===== src/rtl/vofmt_pkg.sv =====
// Package: shared types for the video output bus formatter.
// Holds the format code, the shadowed configuration record and the
// small decode helpers that several modules use.
package vofmt_pkg;

    typedef enum logic [2:0] {
        FMT_444_30 = 3'd0,
        FMT_444_24 = 3'd1,
        FMT_422_20 = 3'd2,
        FMT_422_16 = 3'd3,
        FMT_EMB_10 = 3'd4,
        FMT_EMB_8  = 3'd5,
        FMT_DDR_30 = 3'd6,
        FMT_DDR_24 = 3'd7
    } fmt_e;

    typedef struct packed {
        fmt_e       fmt;
        logic       ycc;
        logic [5:0] lane_sel;
        logic       rev;
    } fmt_cfg_t;

    localparam fmt_cfg_t CFG_RESET = '{fmt: FMT_444_30, ycc: 1'b0,
                                       lane_sel: 6'b10_01_00, rev: 1'b0};

    // Odd codes keep only eight significant bits per lane.
    function automatic logic fmt_narrow(fmt_e f);
        logic [2:0] v;
        v = f;
        return v[0];
    endfunction

    function automatic logic fmt_emb(fmt_e f);
        return (f == FMT_EMB_10) || (f == FMT_EMB_8);
    endfunction

    function automatic logic fmt_ddr(fmt_e f);
        return (f == FMT_DDR_30) || (f == FMT_DDR_24);
    endfunction

endpackage


===== src/rtl/vof_cfg_shadow.sv =====
// Configuration shadow.
// Holds the active configuration and loads the pending one only on a
// strobe whose vsync is high after the previous strobe's was low.
// Assumes vsync is a level carried with each strobed pixel.
module vof_cfg_shadow
    import vofmt_pkg::*;
(
    input  logic     clk,
    input  logic     rst_n,
    input  logic     pix_stb,
    input  logic     in_vs,
    input  fmt_cfg_t cfg_next,
    output fmt_cfg_t cfg_act
);

    logic vs_seen;

    // Track vsync per pixel and load the shadow on its rising edge.
    always_ff @(posedge clk) begin
        if (!rst_n) begin
            vs_seen <= 1'b0;
            cfg_act <= CFG_RESET;
        end else if (pix_stb) begin
            vs_seen <= in_vs;
            if (in_vs && !vs_seen) begin
                cfg_act <= cfg_next;
            end
        end
    end

endmodule


===== src/rtl/vof_pix_hist.sv =====
// Pixel history window.
// Shifts every strobed pixel through a window of 2*LOOK+1 stages. The
// middle stage is the pixel on the bus; the data-enable of every stage
// is exported so the code inserter can see LOOK pixels on each side.
// Assumes the pixel record carries data-enable at bit 3*COMP_W+2.
module vof_pix_hist #(
    parameter int COMP_W = 10,
    parameter int LOOK   = 2
) (
    input  logic                  clk,
    input  logic                  rst_n,
    input  logic                  pix_stb,
    input  logic [3*COMP_W+3:0]   pix_in,
    output logic [3*COMP_W+3:0]   cur_pix,
    output logic [2*LOOK:0]       de_win,
    output logic                  first
);

    localparam int PIX_W = 3 * COMP_W + 4;
    localparam int DEPTH = 2 * LOOK + 1;
    localparam int DE_B  = 3 * COMP_W + 2;

    logic [PIX_W-1:0] stg_q [DEPTH];

    for (genvar g = 0; g < DEPTH; g++) begin : g_stage
        if (g == 0) begin : g_head
            // Load the newest pixel on each strobe.
            always_ff @(posedge clk) begin
                if (!rst_n)       stg_q[g] <= '0;
                else if (pix_stb) stg_q[g] <= pix_in;
            end
        end else begin : g_tail
            // Age the pixel one slot on each strobe.
            always_ff @(posedge clk) begin
                if (!rst_n)       stg_q[g] <= '0;
                else if (pix_stb) stg_q[g] <= stg_q[g-1];
            end
        end
        assign de_win[g] = stg_q[g][DE_B];
    end

    // Mark the cycle right after a strobe as the first word of a slot.
    always_ff @(posedge clk) begin
        if (!rst_n) first <= 1'b0;
        else        first <= pix_stb;
    end

    assign cur_pix = stg_q[LOOK];

endmodule


===== src/rtl/vof_word_build.sv =====
// Lane builder.
// Places the current pixel, blanking levels or embedded timing codes
// on three raw lanes according to the format code. Lane mapping,
// reversal and narrowing happen afterwards.
// Assumes WIN = 5 (two pixels of look-ahead and look-back, because a
// four-word code spans two two-word pixel slots) and COMP_W >= 10.
module vof_word_build
    import vofmt_pkg::*;
#(
    parameter int COMP_W = 10,
    parameter int WIN    = 5
) (
    input  fmt_e                  fmt,
    input  logic                  ycc,
    input  logic [COMP_W-1:0]     c_lo,
    input  logic [COMP_W-1:0]     c_mid,
    input  logic [COMP_W-1:0]     c_hi,
    input  logic                  cur_vs,
    input  logic                  cur_field,
    input  logic [WIN-1:0]        de_win,
    input  logic                  first,
    output logic [3*COMP_W-1:0]   lanes
);

    localparam int CUR = WIN / 2;
    localparam int PAD = COMP_W - 8;
    localparam logic [COMP_W-1:0] BLANK_Y = COMP_W'(1) << (COMP_W - 4);
    localparam logic [COMP_W-1:0] BLANK_C = COMP_W'(1) << (COMP_W - 1);
    localparam logic [COMP_W-1:0] ONES    = '1;

    // Build the protected status word, scaled to the lane width.
    function automatic logic [COMP_W-1:0] xy_word(logic f, logic v, logic h);
        logic [7:0] b;
        b = {1'b1, f, v, h, v ^ h, f ^ h, f ^ v, f ^ v ^ h};
        return {b, {PAD{1'b0}}};
    endfunction

    logic [COMP_W-1:0] emb_w;

    // Choose the single-lane word: data, a code word or blanking.
    always_comb begin
        if (de_win[CUR])        emb_w = first ? c_lo : c_mid;
        else if (de_win[CUR-1]) emb_w = first ? '0 : xy_word(cur_field, cur_vs, 1'b0);
        else if (de_win[CUR-2]) emb_w = first ? ONES : '0;
        else if (de_win[CUR+1]) emb_w = first ? ONES : '0;
        else if (de_win[CUR+2]) emb_w = first ? '0 : xy_word(cur_field, cur_vs, 1'b1);
        else                    emb_w = first ? BLANK_C : BLANK_Y;
    end

    // Assemble the three raw lanes for the selected layout.
    always_comb begin
        case (fmt)
            FMT_422_20, FMT_422_16: begin
                lanes = de_win[CUR] ? {{COMP_W{1'b0}}, c_mid, c_lo}
                                    : {{COMP_W{1'b0}}, BLANK_Y, BLANK_C};
            end
            FMT_EMB_10, FMT_EMB_8: begin
                lanes = {{COMP_W{1'b0}}, emb_w, {COMP_W{1'b0}}};
            end
            default: begin
                if (de_win[CUR]) lanes = {c_hi, c_mid, c_lo};
                else if (ycc)    lanes = {BLANK_C, BLANK_Y, BLANK_C};
                else             lanes = '0;
            end
        endcase
    end

endmodule


===== src/rtl/vof_lane_map.sv =====
// Lane mapper.
// Routes a chosen source lane to each output lane (the select value
// LANES or above gives zero), optionally reverses the bit order over
// the significant bits, and clears the padding bits in narrow formats.
module vof_lane_map #(
    parameter int COMP_W = 10,
    parameter int LANES  = 3,
    parameter int SEL_W  = 2
) (
    input  logic [LANES*COMP_W-1:0] raw,
    input  logic [LANES*SEL_W-1:0]  lane_sel,
    input  logic                    rev,
    input  logic                    narrow,
    output logic [LANES*COMP_W-1:0] mapped
);

    localparam int NARROW_W = 8;
    localparam int PAD      = COMP_W - NARROW_W;

    for (genvar i = 0; i < LANES; i++) begin : g_lane
        logic [SEL_W-1:0]  sel;
        logic [COMP_W-1:0] src;
        logic [COMP_W-1:0] flip;

        assign sel = lane_sel[i*SEL_W +: SEL_W];

        // Pick the source lane for this output lane.
        always_comb begin
            src = '0;
            for (int s = 0; s < LANES; s++) begin
                if (int'(sel) == s) src = raw[s*COMP_W +: COMP_W];
            end
        end

        // Reverse over the significant bits, then clear the padding.
        always_comb begin
            flip = src;
            if (rev) begin
                flip = '0;
                if (narrow) begin
                    for (int b = 0; b < NARROW_W; b++) flip[COMP_W-1-b] = src[PAD+b];
                end else begin
                    for (int b = 0; b < COMP_W; b++) flip[COMP_W-1-b] = src[b];
                end
            end
            if (narrow) flip[PAD-1:0] = '0;
        end

        assign mapped[i*COMP_W +: COMP_W] = flip;
    end

endmodule


===== src/rtl/vof_bus_formatter.sv =====
// Video output bus formatter, top level.
// Shadows the configuration at frame start, keeps a short pixel history
// for code insertion, builds and maps the lanes, and splits each pixel
// into halves for the dual-edge formats. Assumes the pixel strobe comes
// every second clock in embedded-code and dual-edge formats and every
// clock otherwise; COMP_W is even and at least 10.
module vof_bus_formatter
    import vofmt_pkg::*;
#(
    parameter int COMP_W     = 10,
    parameter int LANE_SEL_W = 2
) (
    input  logic                    clk,
    input  logic                    rst_n,
    input  logic                    pix_stb,
    input  logic [COMP_W-1:0]       comp_lo,
    input  logic [COMP_W-1:0]       comp_mid,
    input  logic [COMP_W-1:0]       comp_hi,
    input  logic                    in_hs,
    input  logic                    in_vs,
    input  logic                    in_de,
    input  logic                    in_field,
    input  logic [2:0]              cfg_fmt,
    input  logic                    cfg_ycc,
    input  logic [3*LANE_SEL_W-1:0] cfg_lane_sel,
    input  logic                    cfg_rev,
    output logic [3*COMP_W-1:0]     vid_bus,
    output logic                    out_hs,
    output logic                    out_vs,
    output logic                    out_de,
    output logic                    out_first
);

    localparam int NUM_LANES = 3;
    localparam int BUS_W     = NUM_LANES * COMP_W;
    localparam int HALF_W    = BUS_W / 2;
    localparam int LOOK      = 2;
    localparam int WIN       = 2 * LOOK + 1;
    localparam int PIX_W     = BUS_W + 4;

    fmt_cfg_t            cfg_next;
    fmt_cfg_t            cfg_act;
    logic [PIX_W-1:0]    pix_in;
    logic [PIX_W-1:0]    cur_pix;
    logic [WIN-1:0]      de_win;
    logic                first;
    logic [BUS_W-1:0]    raw_lanes;
    logic [BUS_W-1:0]    full_bus;
    logic                emb_mode;

    assign cfg_next = '{fmt: fmt_e'(cfg_fmt), ycc: cfg_ycc,
                        lane_sel: cfg_lane_sel, rev: cfg_rev};
    assign pix_in   = {in_field, in_de, in_vs, in_hs, comp_hi, comp_mid, comp_lo};

    vof_cfg_shadow u_cfg (
        .clk      (clk),
        .rst_n    (rst_n),
        .pix_stb  (pix_stb),
        .in_vs    (in_vs),
        .cfg_next (cfg_next),
        .cfg_act  (cfg_act)
    );

    vof_pix_hist #(.COMP_W(COMP_W), .LOOK(LOOK)) u_hist (
        .clk     (clk),
        .rst_n   (rst_n),
        .pix_stb (pix_stb),
        .pix_in  (pix_in),
        .cur_pix (cur_pix),
        .de_win  (de_win),
        .first   (first)
    );

    vof_word_build #(.COMP_W(COMP_W), .WIN(WIN)) u_build (
        .fmt       (cfg_act.fmt),
        .ycc       (cfg_act.ycc),
        .c_lo      (cur_pix[0 +: COMP_W]),
        .c_mid     (cur_pix[COMP_W +: COMP_W]),
        .c_hi      (cur_pix[2*COMP_W +: COMP_W]),
        .cur_vs    (cur_pix[BUS_W+1]),
        .cur_field (cur_pix[BUS_W+3]),
        .de_win    (de_win),
        .first     (first),
        .lanes     (raw_lanes)
    );

    vof_lane_map #(.COMP_W(COMP_W), .LANES(NUM_LANES), .SEL_W(LANE_SEL_W)) u_map (
        .raw      (raw_lanes),
        .lane_sel (cfg_act.lane_sel),
        .rev      (cfg_act.rev),
        .narrow   (fmt_narrow(cfg_act.fmt)),
        .mapped   (full_bus)
    );

    assign emb_mode = fmt_emb(cfg_act.fmt);

    // Send the lower half first and the upper half second in dual-edge formats.
    always_comb begin
        if (fmt_ddr(cfg_act.fmt)) begin
            vid_bus = first ? {{(BUS_W-HALF_W){1'b0}}, full_bus[HALF_W-1:0]}
                            : {{(BUS_W-HALF_W){1'b0}}, full_bus[BUS_W-1:HALF_W]};
        end else begin
            vid_bus = full_bus;
        end
    end

    // Sync pins follow the bus pixel; codes replace them in embedded formats.
    always_comb begin
        out_hs = emb_mode ? 1'b0 : cur_pix[BUS_W];
        out_vs = emb_mode ? 1'b0 : cur_pix[BUS_W+1];
        out_de = emb_mode ? 1'b0 : cur_pix[BUS_W+2];
    end

    assign out_first = first;

endmodule


===== config.mk =====
export PLATFORM = sky130hd
export DESIGN_NAME = vof_bus_formatter
export DESIGN_NICKNAME = d
export VERILOG_FILES = /design/src/rtl/vofmt_pkg.sv /design/src/rtl/vof_cfg_shadow.sv /design/src/rtl/vof_pix_hist.sv /design/src/rtl/vof_word_build.sv /design/src/rtl/vof_lane_map.sv /design/src/rtl/vof_bus_formatter.sv
export SDC_FILE = /design/constraint.sdc
export NUM_CORES = 1
export LEC_CHECK = 0
export BUFFER_PORTS_ARGS = -buffer_cell sky130_fd_sc_hd__buf_4
export CORE_MARGIN = 2
export CORE_UTILIZATION = 59
export CTS_BUF_LIST = sky130_fd_sc_hd__clkbuf_8 sky130_fd_sc_hd__clkbuf_16
export CTS_CLUSTER_SIZE = 14
export DETAILED_ROUTE_END_ITERATION = 6
export GPL_ROUTABILITY_DRIVEN = 0
export PLACE_DENSITY = 0.81
export REMOVE_ABC_BUFFERS = 1
export SLEW_MARGIN = 5
export SYNTH_ARGS = -nofsm -noshare
export SYNTH_HDL_FRONTEND = slang
export SYNTH_SLANG_ARGS = --single-unit

===== constraint.sdc =====
create_clock -name clk -period 5.51 [get_ports clk]
set_clock_uncertainty 0.1 [all_clocks]
set_input_delay 1.3775 -clock clk [delete_from_list [all_inputs] [get_ports clk]]
set_output_delay 1.3775 -clock clk [all_outputs]
set_load 0.01 [all_outputs]

Yosys cells after proc, flatten, opt, wreduce, memory -nomap -nowiden
Memory sizes are Yosys's and may differ from the RTL's.
Index checks and enable logic that the tools add are counted.
{ "classes": {"n_eq_ne": 12, "mux": 49, "bitwise": 9, "n_reduce_logical": 10} }
{ "ops": {"columns": ["cell", "count"], "rows": [
  ["2-to-1 mux 10 bit", 22],
  ["2-to-1 mux 34 bit", 5],
  ["2-to-1 mux 30 bit", 3],
  ["one-hot mux 30 bit (2 select lines)", 1],
  ["2-to-1 mux 8 bit", 3],
  ["2-to-1 mux 20 bit", 1],
  ["2-to-1 mux 15 bit", 1],
  ["== test 2 bit, second input constant", 6],
  ["== test 3 bit, second input constant", 4],
  ["2-to-1 mux 2 bit", 6],
  ["2-to-1 mux 1 bit", 7],
  ["== test 3 x 2 -> 1 bit, second input constant", 2],
  ["zero test 2 bit", 3],
  ["bitwise OR 1 bit", 5],
  ["OR reduction 2 bit", 2],
  ["inverter 1 bit", 3],
  ["logical OR 1 bit", 2],
  ["AND reduction 2 bit", 1],
  ["logical AND 1 bit", 1],
  ["zero test 1 bit", 1],
  ["XOR 1 bit", 1]
]} }
{ "word_totals": {"register_bits": 13, "mem_bits_rw": 170, "inputBits": 48, "word_cells": 87, "n_memories": 1} }
{ "memory_table": {"columns": ["name", "depth", "word_bits", "read_ports", "rd_ports_with_merged_regs", "wr", "line_no", "source"], "rows": [
  ["u_hist.stg_q", 5, 34, 5, 0, 5, "vof_pix_hist.sv:23", "logic [PIX_W-1:0] stg_q [DEPTH];"]
]} }

Depth between registers and ports, before layout
Gate-level depths: netlist of run 1.
An unclocked memory read counts as a cell.
{ "depth": {"word_depth": 18, "depth_mapped": 10} }

Cells and area by module
Synthesis of run 1 repeated with hierarchy kept, for this count alone.
{ "hier_totals": {"cells_unflattened": 569, "hier_area_um2": 6658.9} }
{ "modules_own_cells": {"columns": ["mod", "instances", "cells_each", "area_per_inst_um2"], "rows": [
  ["vof_pix_hist", 1, 236, 3968.8],
  ["vof_lane_map", 1, 138, 1148.6],
  ["vof_word_build", 1, 106, 684.4],
  ["vof_cfg_shadow", 1, 51, 491.7],
  ["vof_bus_formatter", 1, 38, 365.4]
]} }

Least setup slack after synthesis of run 1
No wires, ideal clock.
{ "synth_timing": {"kind": "input-to-reg", "from": "input pix_stb", "to": "memory u_hist.stg_q[0][0] (netlist bit) (enable)", "setup_ps": 482, "arrival_time_ps": 4428, "setup_slack_ps": 500, "path_stages": 3, "path_buffers": 2, "path_cell_list": "clkbuf_1 > clkbuf_1 > nand2b_1"} }
{ "synth_rtl": {"columns": ["item", "line_no", "source"], "rows": [
  ["from (decl)", "vof_bus_formatter.sv:15", "input logic pix_stb,"],
  ["to (decl)", "vof_pix_hist.sv:23", null]
]} }

==> results of run 1 <==
==> power by group through the flow <==
stage	clock, mW	sequential (mW)	combinational (mW)
3_3_place_gp	0	1.09	0.273
5_1_grt	1.21	1.08	0.314
4_1_cts	1.17	1.08	0.284
3_5_place_dp	0	1.09	0.281
6_report	1.15	1.08	0.292
2_1_floorplan	0	1.08	0.160
==> worst min-delay path by stage <==
stage                                    start                         end  slack [ns]  cells after the start
finish              u_cfg.vs_seen$_SDFFE_PN0P_  u_cfg.vs_seen$_SDFFE_PN0P_        0.39                      2
global route        u_cfg.vs_seen$_SDFFE_PN0P_  u_cfg.vs_seen$_SDFFE_PN0P_        0.41                      2
CTS                 u_cfg.vs_seen$_SDFFE_PN0P_  u_cfg.vs_seen$_SDFFE_PN0P_        0.39                      2
detailed placement  u_cfg.vs_seen$_SDFFE_PN0P_  u_cfg.vs_seen$_SDFFE_PN0P_        0.38                      2
global placement    u_cfg.vs_seen$_SDFFE_PN0P_  u_cfg.vs_seen$_SDFFE_PN0P_        0.37                      2
floorplan           u_cfg.vs_seen$_SDFFE_PN0P_  u_cfg.vs_seen$_SDFFE_PN0P_        0.36                      2
==> per-layer routing <==
layer / global-route usage, % / up-vias / part of all wire [%] / wire length, um
met5: 0 / - / 0 / 0
met4: 18.3 / 0 / 5.6 / 1010
met3: 7.67 / 137 / 10 / 1830
met2: 45.0 / 486 / 45 / 8200
met1: 38.1 / 2778 / 39 / 7100
li1: - / 2740 / - / -
==> layout make-up <==
type                       count  area share [%]
clock inverter                15            2.42
tap                          143            2.20
clock buffer                  17            5.23
sequential                   117            41.6
multi-input combinational    492            39.5
timing repair buffer          89            8.22
inverter                      17           0.785
==> critical path, cell delays in order (launching register included) <==
cell                        delay [ns]
sky130_fd_sc_hd__edfxtp_1         0.71
sky130_fd_sc_hd__buf_4            0.31
sky130_fd_sc_hd__o21bai_1         0.13
sky130_fd_sc_hd__a221oi_2         0.35
sky130_fd_sc_hd__mux2i_1          0.19
sky130_fd_sc_hd__o22a_1           0.28
sky130_fd_sc_hd__a2111oi_1        0.56
sky130_fd_sc_hd__buf_4            0.22
==> state kept, by name, indices dropped and copies added (netlist names) <==
name	cells
u_hist.stg_q	104
u_cfg.vs_seen	1
u_hist.first	1
u_cfg.cfg_act	11
==> placed cells by master (no fill, tap or decap), types with 10 or more instances in the layout <==
| cell | n |
|---|---|
| sky130_fd_sc_hd__o21ai_1 | 19 |
| sky130_fd_sc_hd__edfxtp_1 | 104 |
| sky130_fd_sc_hd__dfxtp_1 | 13 |
| sky130_fd_sc_hd__nor2_1 | 36 |
| sky130_fd_sc_hd__nand3_1 | 12 |
| sky130_fd_sc_hd__buf_4 | 89 |
| sky130_fd_sc_hd__a21oi_1 | 20 |
| sky130_fd_sc_hd__inv_1 | 19 |
| sky130_fd_sc_hd__nand2_1 | 68 |
| sky130_fd_sc_hd__a211oi_1 | 10 |
| sky130_fd_sc_hd__clkbuf_16 | 17 |
| sky130_fd_sc_hd__nor2b_1 | 11 |
| sky130_fd_sc_hd__o32a_1 | 11 |
| sky130_fd_sc_hd__and3_1 | 111 |
| sky130_fd_sc_hd__o22ai_1 | 12 |
| sky130_fd_sc_hd__mux2i_1 | 30 |
| sky130_fd_sc_hd__o21ai_0 | 12 |
==> cells by family (layout without fill, tap and decap cells) <==
group                      count (synthesis)  in the layout  share of synthesized area [%]
and+or+nand+nor                          274            274                           21.3
adders and majority gates                  2              2                          0.362
muxes                                     34             34                           5.05
AOI/OAI and AO/OA                        180            180                           19.4
DFF                                      117            117                           48.9
buffers and inverters                     78            138                           4.76
xor gates and xnor gates                   2              2                          0.253
==> through the flow <==
step | power [mW] | setup WS [ns] | util [%]
after global placement | 1.36 | 1.61 | 65.7
after CTS | 2.53 | 0.947 | 71.2
final | 2.52 | 0.868 | 71.2
after floorplan | 1.24 | 1.01 | -
after detailed placement | 1.37 | 1.41 | 65.7
after global routing | 2.61 | 0.724 | 71.2
==> flow_summary.rst, run 1 <==
.. list-table::
   :header-rows: 1

   * - Metric
     - Value
   * - Run status
     - finished, violations left
   * - Capture point of the critical path
     - vid_bus[20]
   * - Crit Path Max Fanout
     - 17
   * - Post-CTS sizing
     - 0
   * - Sinks on Clock Net
     - 117
   * - Sum of net half-perimeters after detailed placement
     - 12200 um
   * - Share of cells above drive strength 1
     - 17.4%
   * - Clock tree buffer depth
     - 2
   * - Fill count
     - 819
   * - FF+latch count, synth
     - 117
   * - Proportion of synthesized chip area in sequential cells
     - 48.9%
   * - Violations in the final reports
     - DRC
   * - Level count of the clock H-tree
     - 4
   * - LEAKAGE
     - 3.49 nW
   * - Final clock period utilization by the worst path
     - 84.2%
   * - Fraction of power consumed by sequential logic
     - 42.8%
   * - Number of antenna repair diodes
     - 0
   * - Top-area cell type share of the netlist area
     - 45.2%
   * - Worst EP required
     - 4.03 ns
   * - Maximum clock frequency
     - 0.215 GHz
   * - Post-route cell area
     - 8130 um2
   * - Beginning of the critical path
     - u_hist.stg_q[2][32]$_SDFFCE_PN0P_
   * - I/O pin count
     - 82
   * - Areal power density over the cells
     - 310 nW/um2
   * - Worst R2R Start
     - u_cfg.vs_seen$_SDFFE_PN0P_
   * - Internal reg-to-reg setup slack
     - 4.10 ns
   * - Cell types with the largest area share after synthesis
     - sky130_fd_sc_hd__edfxtp_1, sky130_fd_sc_hd__and3_1, sky130_fd_sc_hd__mux2i_1, sky130_fd_sc_hd__dfxtp_1, sky130_fd_sc_hd__nand2_1
   * - Slew Limit Fails
     - 0
   * - Standard-cell row count
     - 39
   * - Global routing usage summed across all routing layers
     - 29.6%
   * - Class of the most critical hold timing path
     - reg -> reg
   * - Clock-pin slew of the registers on the worst-case setup and hold paths
     - 0.05 ns
   * - Most area-hungry cell type in the Yosys netlist
     - sky130_fd_sc_hd__edfxtp_1
   * - Post-Syn Instances
     - 687
   * - Top flip-flop cell by instance count after synthesis
     - sky130_fd_sc_hd__edfxtp_1
   * - Initial cell density of the core
     - 60.6%
   * - Clock tree from TritonCTS
     - done
   * - Post-CTS Repair Setup Buffers
     - 0
   * - FFs w/ async S/R, synth
     - 0%
   * - Post-layout net count
     - 784
   * - Final Routed Wirelength
     - 18100 um
   * - Worst slack on hold paths
     - 0.387 ns
   * - Area growth from synthesis to layout
     - 17.5%
   * - Instance count after placement with tap cells included
     - 858
   * - Average size of a mapped cell
     - 10.1 um2
   * - Die Height
     - 112 um
   * - Number of synthesized flops with an enable pin
     - 104
   * - Antenna violations before repair
     - 0
   * - Worst slew slack as a fraction of its limit
     - 38.7%
   * - RSZ-0062 raised after global routing
     - false
   * - Area after detailed placement
     - 7510 um2
   * - Internal power
     - 1.94 mW
   * - Measured slew at the worst slew-check pin
     - 0.918 ns
   * - Switching power share of the total
     - 23.0%
   * - Most frequent cells after synthesis
     - sky130_fd_sc_hd__and3_1, sky130_fd_sc_hd__edfxtp_1, sky130_fd_sc_hd__nand2_1
   * - Vias in the first global route
     - 5862
   * - Routed vias/inst
     - 6.90
   * - Synthesized area
     - 6920 um2
   * - Number of setup violations in the final report
     - 0
   * - TritonRoute pass-1 iters
     - 7
   * - Cell at the root of the clock tree
     - sky130_fd_sc_hd__clkbuf_16
   * - Remaining global-route overflow
     - 0
   * - Sequential cell area in the final layout
     - 3380 um2
   * - Critical Path Start Type
     - flip-flop
   * - Peak supply drop
     - 0.000329 V
   * - DR WL/cell
     - 20.4 um
   * - Die W
     - 112 um
   * - Data arrival time of the critical path
     - 3.16 ns
   * - Detail Route Antenna Nets
     - 0
   * - First-iteration detailed-routing DRC count
     - 1113
   * - Overall die area
     - 12600 um2
   * - Number of hold buffers added after CTS
     - 0
   * - Final hold violation count
     - 0
   * - Pin count of the biggest net entering global routing
     - 118
   * - Count of input and output buffers
     - 81
   * - Via count of the routed design
     - 6141
   * - Power share of the clock group
     - 45.7%
   * - Number of warnings issued by yosys
     - 0
   * - First-pass GRT wire length
     - 29500 um
   * - Maxcap violations
     - 0
   * - Minimum period implied by the final worst setup slack
     - 4.64 ns
   * - Worst Reg2Reg Path Length in Cells
     - 3
   * - Sort of element at the end of the critical path
     - output pin
   * - Core Region
     - 11400 um2
   * - Sum of negative setup slack
     - 0 ns
   * - Type of the worst setup path
     - reg -> out
   * - Unique cell type count in the Yosys netlist
     - 77
   * - Clock buffers created by TritonCTS
     - 17
   * - Area of the multi-input gates
     - 3210 um2
   * - Post-route non-filler standard cell count
     - 890
   * - Source-to-sink clock delay at the later pin of the worst-skew pair
     - 0.42 ns
   * - Switching power of the nets
     - 0.580 mW
   * - Drt drc
     - 3
   * - Most repeated cell in the gate-level netlist after synthesis
     - sky130_fd_sc_hd__and3_1
   * - Endpoint of the most critical register-to-register path
     - u_cfg.cfg_act[8]$_SDFFE_PN0P_
   * - Part of the power in combinational logic
     - 11.6%
Note: power is estimated with default switching activity, not from simulation.
==> run 2: changes to the inputs <==
--- a/config.mk
+++ b/config.mk
@@ -5,14 +5,15 @@
 export SDC_FILE = /design/constraint.sdc
 export NUM_CORES = 1
 export LEC_CHECK = 0
+export ABC_AREA = 1
 export BUFFER_PORTS_ARGS = -buffer_cell sky130_fd_sc_hd__buf_4
 export CORE_MARGIN = 2
-export CORE_UTILIZATION = 59
+export CORE_UTILIZATION = 53
 export CTS_BUF_LIST = sky130_fd_sc_hd__clkbuf_8 sky130_fd_sc_hd__clkbuf_16
 export CTS_CLUSTER_SIZE = 14
 export DETAILED_ROUTE_END_ITERATION = 6
 export GPL_ROUTABILITY_DRIVEN = 0
-export PLACE_DENSITY = 0.81
+export PLACE_DENSITY = 0.77
 export REMOVE_ABC_BUFFERS = 1
 export SLEW_MARGIN = 5
 export SYNTH_ARGS = -nofsm -noshare
==> constraint.sdc (replaced) <==
create_clock -name clk -period 3.8 [get_ports clk]
set_clock_uncertainty 0.1 [all_clocks]
set_input_delay 0.95 -clock clk [delete_from_list [all_inputs] [get_ports clk]]
set_output_delay 0.95 -clock clk [all_outputs]
set_load 0.01 [all_outputs]
==> flow_summary.rst, run 2 <==
.. list-table::
   :header-rows: 1

   * - Metric
     - Value
   * - Worst EP required
     - 2.75 ns (-1.28 ns)
   * - Sort of element at the end of the critical path
     - output pin
   * - Die Height
     - 117 um (+3.8%)
   * - Clock tree from TritonCTS
     - done
   * - Areal power density over the cells
     - 444 nW/um2 (+43%)
   * - Most area-hungry cell type in the Yosys netlist
     - sky130_fd_sc_hd__edfxtp_1
   * - Largest register FFs
     - 104 (unchanged)
   * - Overall die area
     - 13600 um2 (+7.8%)
   * - Class of the most critical hold timing path
     - reg -> reg
   * - Proportion of synthesized chip area in sequential cells
     - 50.4% (+1.5 points)
   * - Final hold violation count
     - 0 (unchanged)
   * - DR WL/cell
     - 13.3 um (-35%)
   * - Number of synthesized flops with an enable pin
     - 104 (unchanged)
   * - Worst slew slack as a fraction of its limit
     - 36.4% (-2.3 points)
   * - Internal power
     - 2.64 mW (+36%)
   * - Peak supply drop
     - 0.000398 V (+21%)
   * - Final clock period utilization by the worst path
     - 96.0%
   * - Unique cell type count in the Yosys netlist
     - 37 (-52%)
   * - Biggest registers after layout
     - u_hist.stg_q (104), u_cfg.cfg_act (11)
   * - I/O pin count
     - 82 (unchanged)
   * - Cell with the biggest individual delay on the critical path
     - sky130_fd_sc_hd__edfxtp_1
   * - Cell-by-cell trace of the critical path
     - inv_6 > nor2_8 > nand2_1 > o22a_1 > nand3_1 > nand3_1 > nand2_1 > nand2_1 > o21ai_1 > buf_4
   * - Pin count of the biggest net entering global routing
     - 69 (-42%)
   * - Most frequent cells after synthesis
     - sky130_fd_sc_hd__nand2_1, sky130_fd_sc_hd__nor2_1, sky130_fd_sc_hd__inv_1
   * - First-iteration detailed-routing DRC count
     - 584 (-48%)
   * - Share of cells above drive strength 1
     - 16.3% (-1.1 points)
   * - Area growth from synthesis to layout
     - 18.4%
   * - Drt drc
     - 0 (-3)
   * - First-pass GRT wire length
     - 23700 um (-20%)
   * - Post-Syn Instances
     - 844 (+23%)
   * - Detail Route Antenna Nets
     - 0 (unchanged)
   * - Commonest non-fill, non-tap cell in the layout
     - sky130_fd_sc_hd__nand2_1
   * - Part of the power in combinational logic
     - 13.6% (+2.0 points)
   * - Switching power share of the total
     - 25.1% (+2.1 points)
   * - Area after detailed placement
     - 7370 um2 (-1.8%)
   * - Top library cells by usage in the layout, fill and taps aside
     - sky130_fd_sc_hd__nand2_1, sky130_fd_sc_hd__nor2_1, sky130_fd_sc_hd__inv_1
   * - Maxcap violations
     - 0 (unchanged)
   * - Worst slack at placement
     - 0.518 ns (-0.895 ns)
   * - Post-route cell area
     - 7950 um2 (-2.2%)
   * - Critical path buffer and inverter count
     - 2 (unchanged)
   * - Top flip-flop cell by instance count after synthesis
     - sky130_fd_sc_hd__edfxtp_1
   * - Die W
     - 117 um (+3.8%)
   * - LEAKAGE
     - 3.78 nW (+8.3%)
   * - Count of input and output buffers
     - 81 (unchanged)
   * - Slew Limit Fails
     - 0 (unchanged)
   * - Cell family with most CP delay
     - simple AND/OR/NAND/NOR gates
   * - Power share of the clock group
     - 42.9% (-2.8 points)
   * - Sinks on Clock Net
     - 117 (unchanged)
   * - Total chip power
     - 3.53 mW (+40%)
   * - Switching power of the nets
     - 0.886 mW (+53%)
   * - FFs w/ async S/R, synth
     - 0% (unchanged)
   * - Sum of negative setup slack
     - 0 ns (unchanged)
   * - Average size of a mapped cell
     - 7.95 um2 (-21%)
   * - Data arrival time of the critical path
     - 2.60 ns (-0.56 ns)
   * - Global routing usage summed across all routing layers
     - 22.7% (-6.9 points)
   * - Standard-cell row count
     - 41 (+5.1%)
   * - Critical Path Start Type
     - flip-flop
   * - FF+latch count, synth
     - 117 (unchanged)
   * - Clock buffers created by TritonCTS
     - 17 (unchanged)
   * - Cell types with the largest area share after synthesis
     - sky130_fd_sc_hd__edfxtp_1, sky130_fd_sc_hd__nand2_1, sky130_fd_sc_hd__nor2_1, sky130_fd_sc_hd__inv_1, sky130_fd_sc_hd__nand3_1
   * - Number of warnings issued by yosys
     - 0 (unchanged)
   * - Fraction of power consumed by sequential logic
     - 43.5% (+0.7 points)
   * - Worst slack on hold paths
     - 0.387 ns (-0.000127 ns)
   * - Number of setup violations in the final report
     - 0 (unchanged)
   * - Sum of net half-perimeters after detailed placement
     - 10000 um (-18%)
   * - Run status
     - finished clean
   * - TritonRoute pass-1 iters
     - 7 (unchanged)
   * - Source-to-sink clock delay at the later pin of the worst-skew pair
     - 0.41 ns (about the same)
   * - Via count of the routed design
     - 5631 (-8.3%)
   * - Routed vias/inst
     - 5.12 (-26%)
   * - Number of antenna repair diodes
     - 0 (unchanged)
   * - Antenna violations before repair
     - 0 (unchanged)
   * - Synthesized area
     - 6710 um2 (-2.9%)
   * - Clock-pin slew of the registers on the worst-case setup and hold paths
     - 0.05 ns (about the same)
   * - Final Routed Wirelength
     - 14600 um (-19%)
   * - Delay of the slowest cell on the worst path
     - 0.59 ns (-0.12 ns)
   * - Measured slew at the worst slew-check pin
     - 0.953 ns (+0.0348 ns)
   * - Most repeated cell in the gate-level netlist after synthesis
     - sky130_fd_sc_hd__nand2_1
   * - Final critical-path setup slack
     - 0.151 ns (-0.718 ns)
   * - Most frequent CP cell
     - sky130_fd_sc_hd__nand2_1
   * - Register with the most flip-flops
     - u_hist.stg_q
   * - RSZ-0062 raised after global routing
     - false
   * - Type of the worst setup path
     - reg -> out
   * - Top-area cell type share of the netlist area
     - 46.5% (+1.4 points)
   * - Initial cell density of the core
     - 53.6% (-6.9 points)
   * - Clock tree buffer depth
     - 2 (unchanged)
   * - Vias in the first global route
     - 4859 (-17%)
   * - Remaining global-route overflow
     - 0 (unchanged)
   * - Level count of the clock H-tree
     - 4 (unchanged)
   * - Maximum clock frequency
     - 0.274 GHz
   * - Crit Path Max Fanout
     - 28 (+11)
   * - Core Region
     - 12500 um2 (+9.6%)
   * - Post-layout net count
     - 965 (+23%)
   * - Minimum period implied by the final worst setup slack
     - 3.65 ns
   * - Cell at the root of the clock tree
     - sky130_fd_sc_hd__clkbuf_16
==> run 2: cell types whose count changed after synthesis, sizes merged, moves of 12 or more <==
cell    previous run  this run
nor2              36       147
a211oi            12         0
inv               16       137
mux2i             30         0
nand2             68       204
nand3             12        93
o22a               9        25
a21oi             20        43
o22ai             12         0
and3             111         0
clkbuf            46        17
==> run 2: area by class of cell <==
cell class,count,area [um2]
clock inverter,9,47.5
fill,1111,4570
sequential,117,3390
clock buffer,23,531
inverter,140,531
timing repair buffer,87,666
multi-input combinational,552,2570
tap,172,215
==> run 2: stage by stage <==
step / std cells / util, %
floorplan: 809 / -
global placement: 1068 / 58.9
detailed placement: 1068 / 58.9
CTS: 1100 / 63.5
global route: 1100 / 63.5
finish: 1100 / 63.5
==> run 2: final timing paths <==
| kind | start | endpoint | slack [ns] | depth (start not counted) |
|---|---|---|---|---|
| worst min-delay path | u_cfg.vs_seen$_SDFFE_PN0P_ | u_cfg.vs_seen$_SDFFE_PN0P_ | 0.39 | 1 |
| worst max register to register | u_cfg.cfg_act[8]$_SDFFE_PN0P_ | u_cfg.cfg_act[8]$_SDFFE_PN0P_ | 2.04 | 3 |
| worst max-delay path | u_hist.stg_q[2][32]$_SDFFCE_PN0P_ | vid_bus[0] | 0.15 | 10 |
| worst min register to register | u_cfg.vs_seen$_SDFFE_PN0P_ | u_cfg.vs_seen$_SDFFE_PN0P_ | 0.39 | 1 |
==> run 2: cells by family (layout without fill, tap and decap cells) <==
kind of cell	after synthesis	after routing	synth area share, %
and+or+nand+nor	448	448	28.2
buffers and inverters	175	259	11.5
DFF	117	117	50.4
AOI/OAI and AO/OA	102	102	9.58
adders and majority gates	2	2	0.373
==> run 2: repair_timing <==
item / CTS / global route
setup buffers: 0 / 0
hold buffers: 0 / 0
setup endpoints to repair: 0 / 30
resized for setup: 0 / 2
==> run 2: power by group through the flow <==
stage | clock network, mW | registers, mW | logic, mW
5_1_grt | 1.60 | 1.54 | 0.540
3_5_place_dp | 0 | 1.56 | 0.474
6_report | 1.51 | 1.54 | 0.481
4_1_cts | 1.54 | 1.53 | 0.477
2_1_floorplan | 0 | 1.56 | 0.297
3_3_place_gp | 0 | 1.56 | 0.470
==> run 2: routing by layer <==
metal	wire length [um]	part of all wire, %	vias up	GRT usage, %
met5	0	0	-	0
met4	497	3.4	0	11.5
met3	1130	7.8	36	5.45
met2	6540	45	273	34.4
met1	6430	44	2463	30.8
li1	-	-	2859	-
==> run 3: changes to the inputs <==
--- a/config.mk
+++ b/config.mk
@@ -8,12 +8,12 @@
 export ABC_AREA = 1
 export BUFFER_PORTS_ARGS = -buffer_cell sky130_fd_sc_hd__buf_4
 export CORE_MARGIN = 2
-export CORE_UTILIZATION = 53
+export CORE_UTILIZATION = 59
 export CTS_BUF_LIST = sky130_fd_sc_hd__clkbuf_8 sky130_fd_sc_hd__clkbuf_16
 export CTS_CLUSTER_SIZE = 14
 export DETAILED_ROUTE_END_ITERATION = 6
 export GPL_ROUTABILITY_DRIVEN = 0
-export PLACE_DENSITY = 0.77
+export PLACE_DENSITY = 0.81
 export REMOVE_ABC_BUFFERS = 1
 export SLEW_MARGIN = 5
 export SYNTH_ARGS = -nofsm -noshare
==> constraint.sdc (replaced) <==
create_clock -name clk -period 3.9 [get_ports clk]
set_clock_uncertainty 0.1 [all_clocks]
set_input_delay 0.975 -clock clk [delete_from_list [all_inputs] [get_ports clk]]
set_output_delay 0.975 -clock clk [all_outputs]
set_load 0.01 [all_outputs]
==> flow_summary.rst, run 3 (synthesis gave the netlist of run 2 again) <==
.. list-table::
   :header-rows: 1

   * - Metric
     - Value
   * - Post-route cell area
     - 7920 um2 (-0.42%)
   * - Data arrival time of the critical path
     - 2.52 ns (-0.08 ns)
   * - Register with the most flip-flops
     - u_hist.stg_q
   * - Internal power
     - 2.61 mW (-1.1%)
   * - Worst EP required
     - 2.82 ns (+0.07 ns)
   * - Vias in the first global route
     - 5708 (+17%)
   * - Die W
     - 111 um (-5.0%)
   * - Level count of the clock H-tree
     - 4 (unchanged)
   * - Total chip power
     - 3.48 mW (-1.3%)
   * - Peak supply drop
     - 0.000300 V (-25%)
   * - Final critical-path setup slack
     - 0.301 ns (+0.150 ns)
   * - Drt drc
     - 1 (+1)
   * - Die Height
     - 111 um (-5.0%)
   * - Area growth from synthesis to layout
     - 17.9%
   * - Detail Route Antenna Nets
     - 0 (unchanged)
   * - First-pass GRT wire length
     - 26200 um (+10%)
   * - Biggest registers after layout
     - u_hist.stg_q (104), u_cfg.cfg_act (11)
   * - Share of cells above drive strength 1
     - 15.8% (-0.47 points)
   * - RSZ-0062 raised after global routing
     - false
   * - I/O pin count
     - 82 (unchanged)
   * - Post-CTS sizing
     - 0 (unchanged)
   * - Final Util
     - 72.1% (+8.6 points)
   * - Switching power share of the total
     - 24.9% (-0.19 points)
   * - Worst slack at placement
     - 0.773 ns (+0.256 ns)
   * - Sum of net half-perimeters after detailed placement
     - 10500 um (+4.6%)
   * - Commonest non-fill, non-tap cell in the layout
     - sky130_fd_sc_hd__nand2_1
   * - Fill count
     - 784 (-29%)
   * - Clock tree buffer depth
     - 2 (unchanged)
   * - Class of the most critical hold timing path
     - reg -> reg
   * - Largest register FFs
     - 104 (unchanged)
   * - Sum of negative setup slack
     - 0 ns (unchanged)
   * - Violations in the final reports
     - DRC
   * - First-iteration detailed-routing DRC count
     - 721 (+23%)
   * - Pin count of the biggest net entering global routing
     - 85 (+23%)
   * - Measured slew at the worst slew-check pin
     - 0.927 ns (-0.0255 ns)
   * - Antenna violations before repair
     - 0 (unchanged)
   * - Run status
     - finished, violations left
   * - Worst slack on hold paths
     - 0.394 ns (+0.00690 ns)
   * - Core Region
     - 11000 um2 (-12%)
   * - Slew Limit Fails
     - 0 (unchanged)
   * - Post-CTS Repair Setup Buffers
     - 0 (unchanged)
   * - Count of input and output buffers
     - 81 (unchanged)
   * - Type of the worst setup path
     - reg -> out
   * - Routed vias/inst
     - 5.53 (+8.1%)
   * - Fraction of power consumed by sequential logic
     - 43.0% (-0.5 points)
   * - Final hold violation count
     - 0 (unchanged)
   * - LEAKAGE
     - 3.78 nW (about the same)
   * - Power share of the clock group
     - 43.2% (+0.3 points)
   * - Via count of the routed design
     - 5922 (+5.2%)
   * - Areal power density over the cells
     - 440 nW/um2 (-0.90%)
   * - Source-to-sink clock delay at the later pin of the worst-skew pair
     - 0.41 ns (about the same)
   * - Clock tree from TritonCTS
     - done
   * - Final clock period utilization by the worst path
     - 92.3%
   * - Clock buffers created by TritonCTS
     - 17 (unchanged)
   * - TritonRoute pass-1 iters
     - 7 (unchanged)
   * - Sort of element at the end of the critical path
     - output pin
   * - Clock-pin slew of the registers on the worst-case setup and hold paths
     - 0.06 ns (about the same)
   * - Critical Path Start Type
     - flip-flop
   * - Cell at the root of the clock tree
     - sky130_fd_sc_hd__clkbuf_16
   * - Top library cells by usage in the layout, fill and taps aside
     - sky130_fd_sc_hd__nand2_1, sky130_fd_sc_hd__nor2_1, sky130_fd_sc_hd__inv_1
   * - Number of antenna repair diodes
     - 0 (unchanged)
   * - DR WL/cell
     - 14.5 um (+9.4%)
   * - Final Routed Wirelength
     - 15500 um (+6.4%)
   * - Overall die area
     - 12200 um2 (-9.8%)
   * - Remaining global-route overflow
     - 0 (unchanged)
   * - Sinks on Clock Net
     - 117 (unchanged)
   * - Minimum period implied by the final worst setup slack
     - 3.60 ns
   * - Switching power of the nets
     - 0.867 mW (-2.1%)
   * - Instance count after placement with tap cells included
     - 1038 (-2.8%)
   * - Standard-cell row count
     - 38 (-7.3%)
   * - Global routing usage summed across all routing layers
     - 26.1% (+3.3 points)
   * - Post-layout net count
     - 967 (+0.21%)
   * - Initial cell density of the core
     - 61.1% (+7.5 points)
   * - Post-route non-filler standard cell count
     - 1070 (-2.7%)
   * - Maxcap violations
     - 0 (unchanged)
   * - Area after detailed placement
     - 7340 um2 (-0.34%)
   * - Worst slew slack as a fraction of its limit
     - 38.1% (+1.7 points)
   * - Number of setup violations in the final report
     - 0 (unchanged)
   * - Crit Path Max Fanout
     - 28 (unchanged)
   * - Maximum clock frequency
     - 0.278 GHz
   * - Part of the power in combinational logic
     - 13.8% (+0.2 points)
   * - Number of hold buffers added after CTS
     - 0 (unchanged)
run 3: path summary, 6_finish.rpt:
kind	end	slack, ns	start	cells after the start
setup reg to reg	u_cfg.cfg_act[9]$_SDFFE_PN0P_	2.11	u_cfg.vs_seen$_SDFFE_PN0P_	4
hold / removal	u_cfg.cfg_act[2]$_SDFFE_PN0P_	0.39	u_cfg.cfg_act[2]$_SDFFE_PN0P_	2
setup / recovery	vid_bus[3]	0.30	u_hist.stg_q[2][32]$_SDFFCE_PN0P_	9
hold reg to reg	u_cfg.cfg_act[2]$_SDFFE_PN0P_	0.39	u_cfg.cfg_act[2]$_SDFFE_PN0P_	2
run 3: layout make-up:
type / instances / area [um2] / area share (%)
clock buffer: 17 / 425 / 5.37
clock inverter: 15 / 148 / 1.86
inverter: 140 / 531 / 6.70
multi-input combinational: 552 / 2570 / 32.5
sequential: 117 / 3380 / 42.7
tap: 140 / 175 / 2.21
timing repair buffer: 89 / 681 / 8.60
run 3: critical path, cell delays in order (launching register included):
cell	delay (ns)
sky130_fd_sc_hd__edfxtp_1	0.58
sky130_fd_sc_hd__inv_6	0.14
sky130_fd_sc_hd__nor2_8	0.36
sky130_fd_sc_hd__nand3_1	0.20
sky130_fd_sc_hd__o22a_1	0.22
sky130_fd_sc_hd__and2_1	0.18
sky130_fd_sc_hd__nand2_1	0.06
sky130_fd_sc_hd__nand2_1	0.10
sky130_fd_sc_hd__a21oi_2	0.14
sky130_fd_sc_hd__buf_4	0.13
run 3: power by group through the flow:
stage | Combinational, mW | Clock [mW] | Sequential (mW)
6_report | 0.479 | 1.51 | 1.50
3_5_place_dp | 0.466 | 0 | 1.52
4_1_cts | 0.473 | 1.52 | 1.50
3_3_place_gp | 0.453 | 0 | 1.51
2_1_floorplan | 0.289 | 0 | 1.52
5_1_grt | 0.532 | 1.58 | 1.50
run 3: layer usage:
layer / track usage [%] / wire length, um / vias to the layer above
met3: 6.51 / 1250 / 60
li1: - / - / 2862
met2: 44.4 / 7850 / 340
met1: 31.0 / 5900 / 2660
met5: 0 / 0 / -
met4: 12.6 / 529 / 0
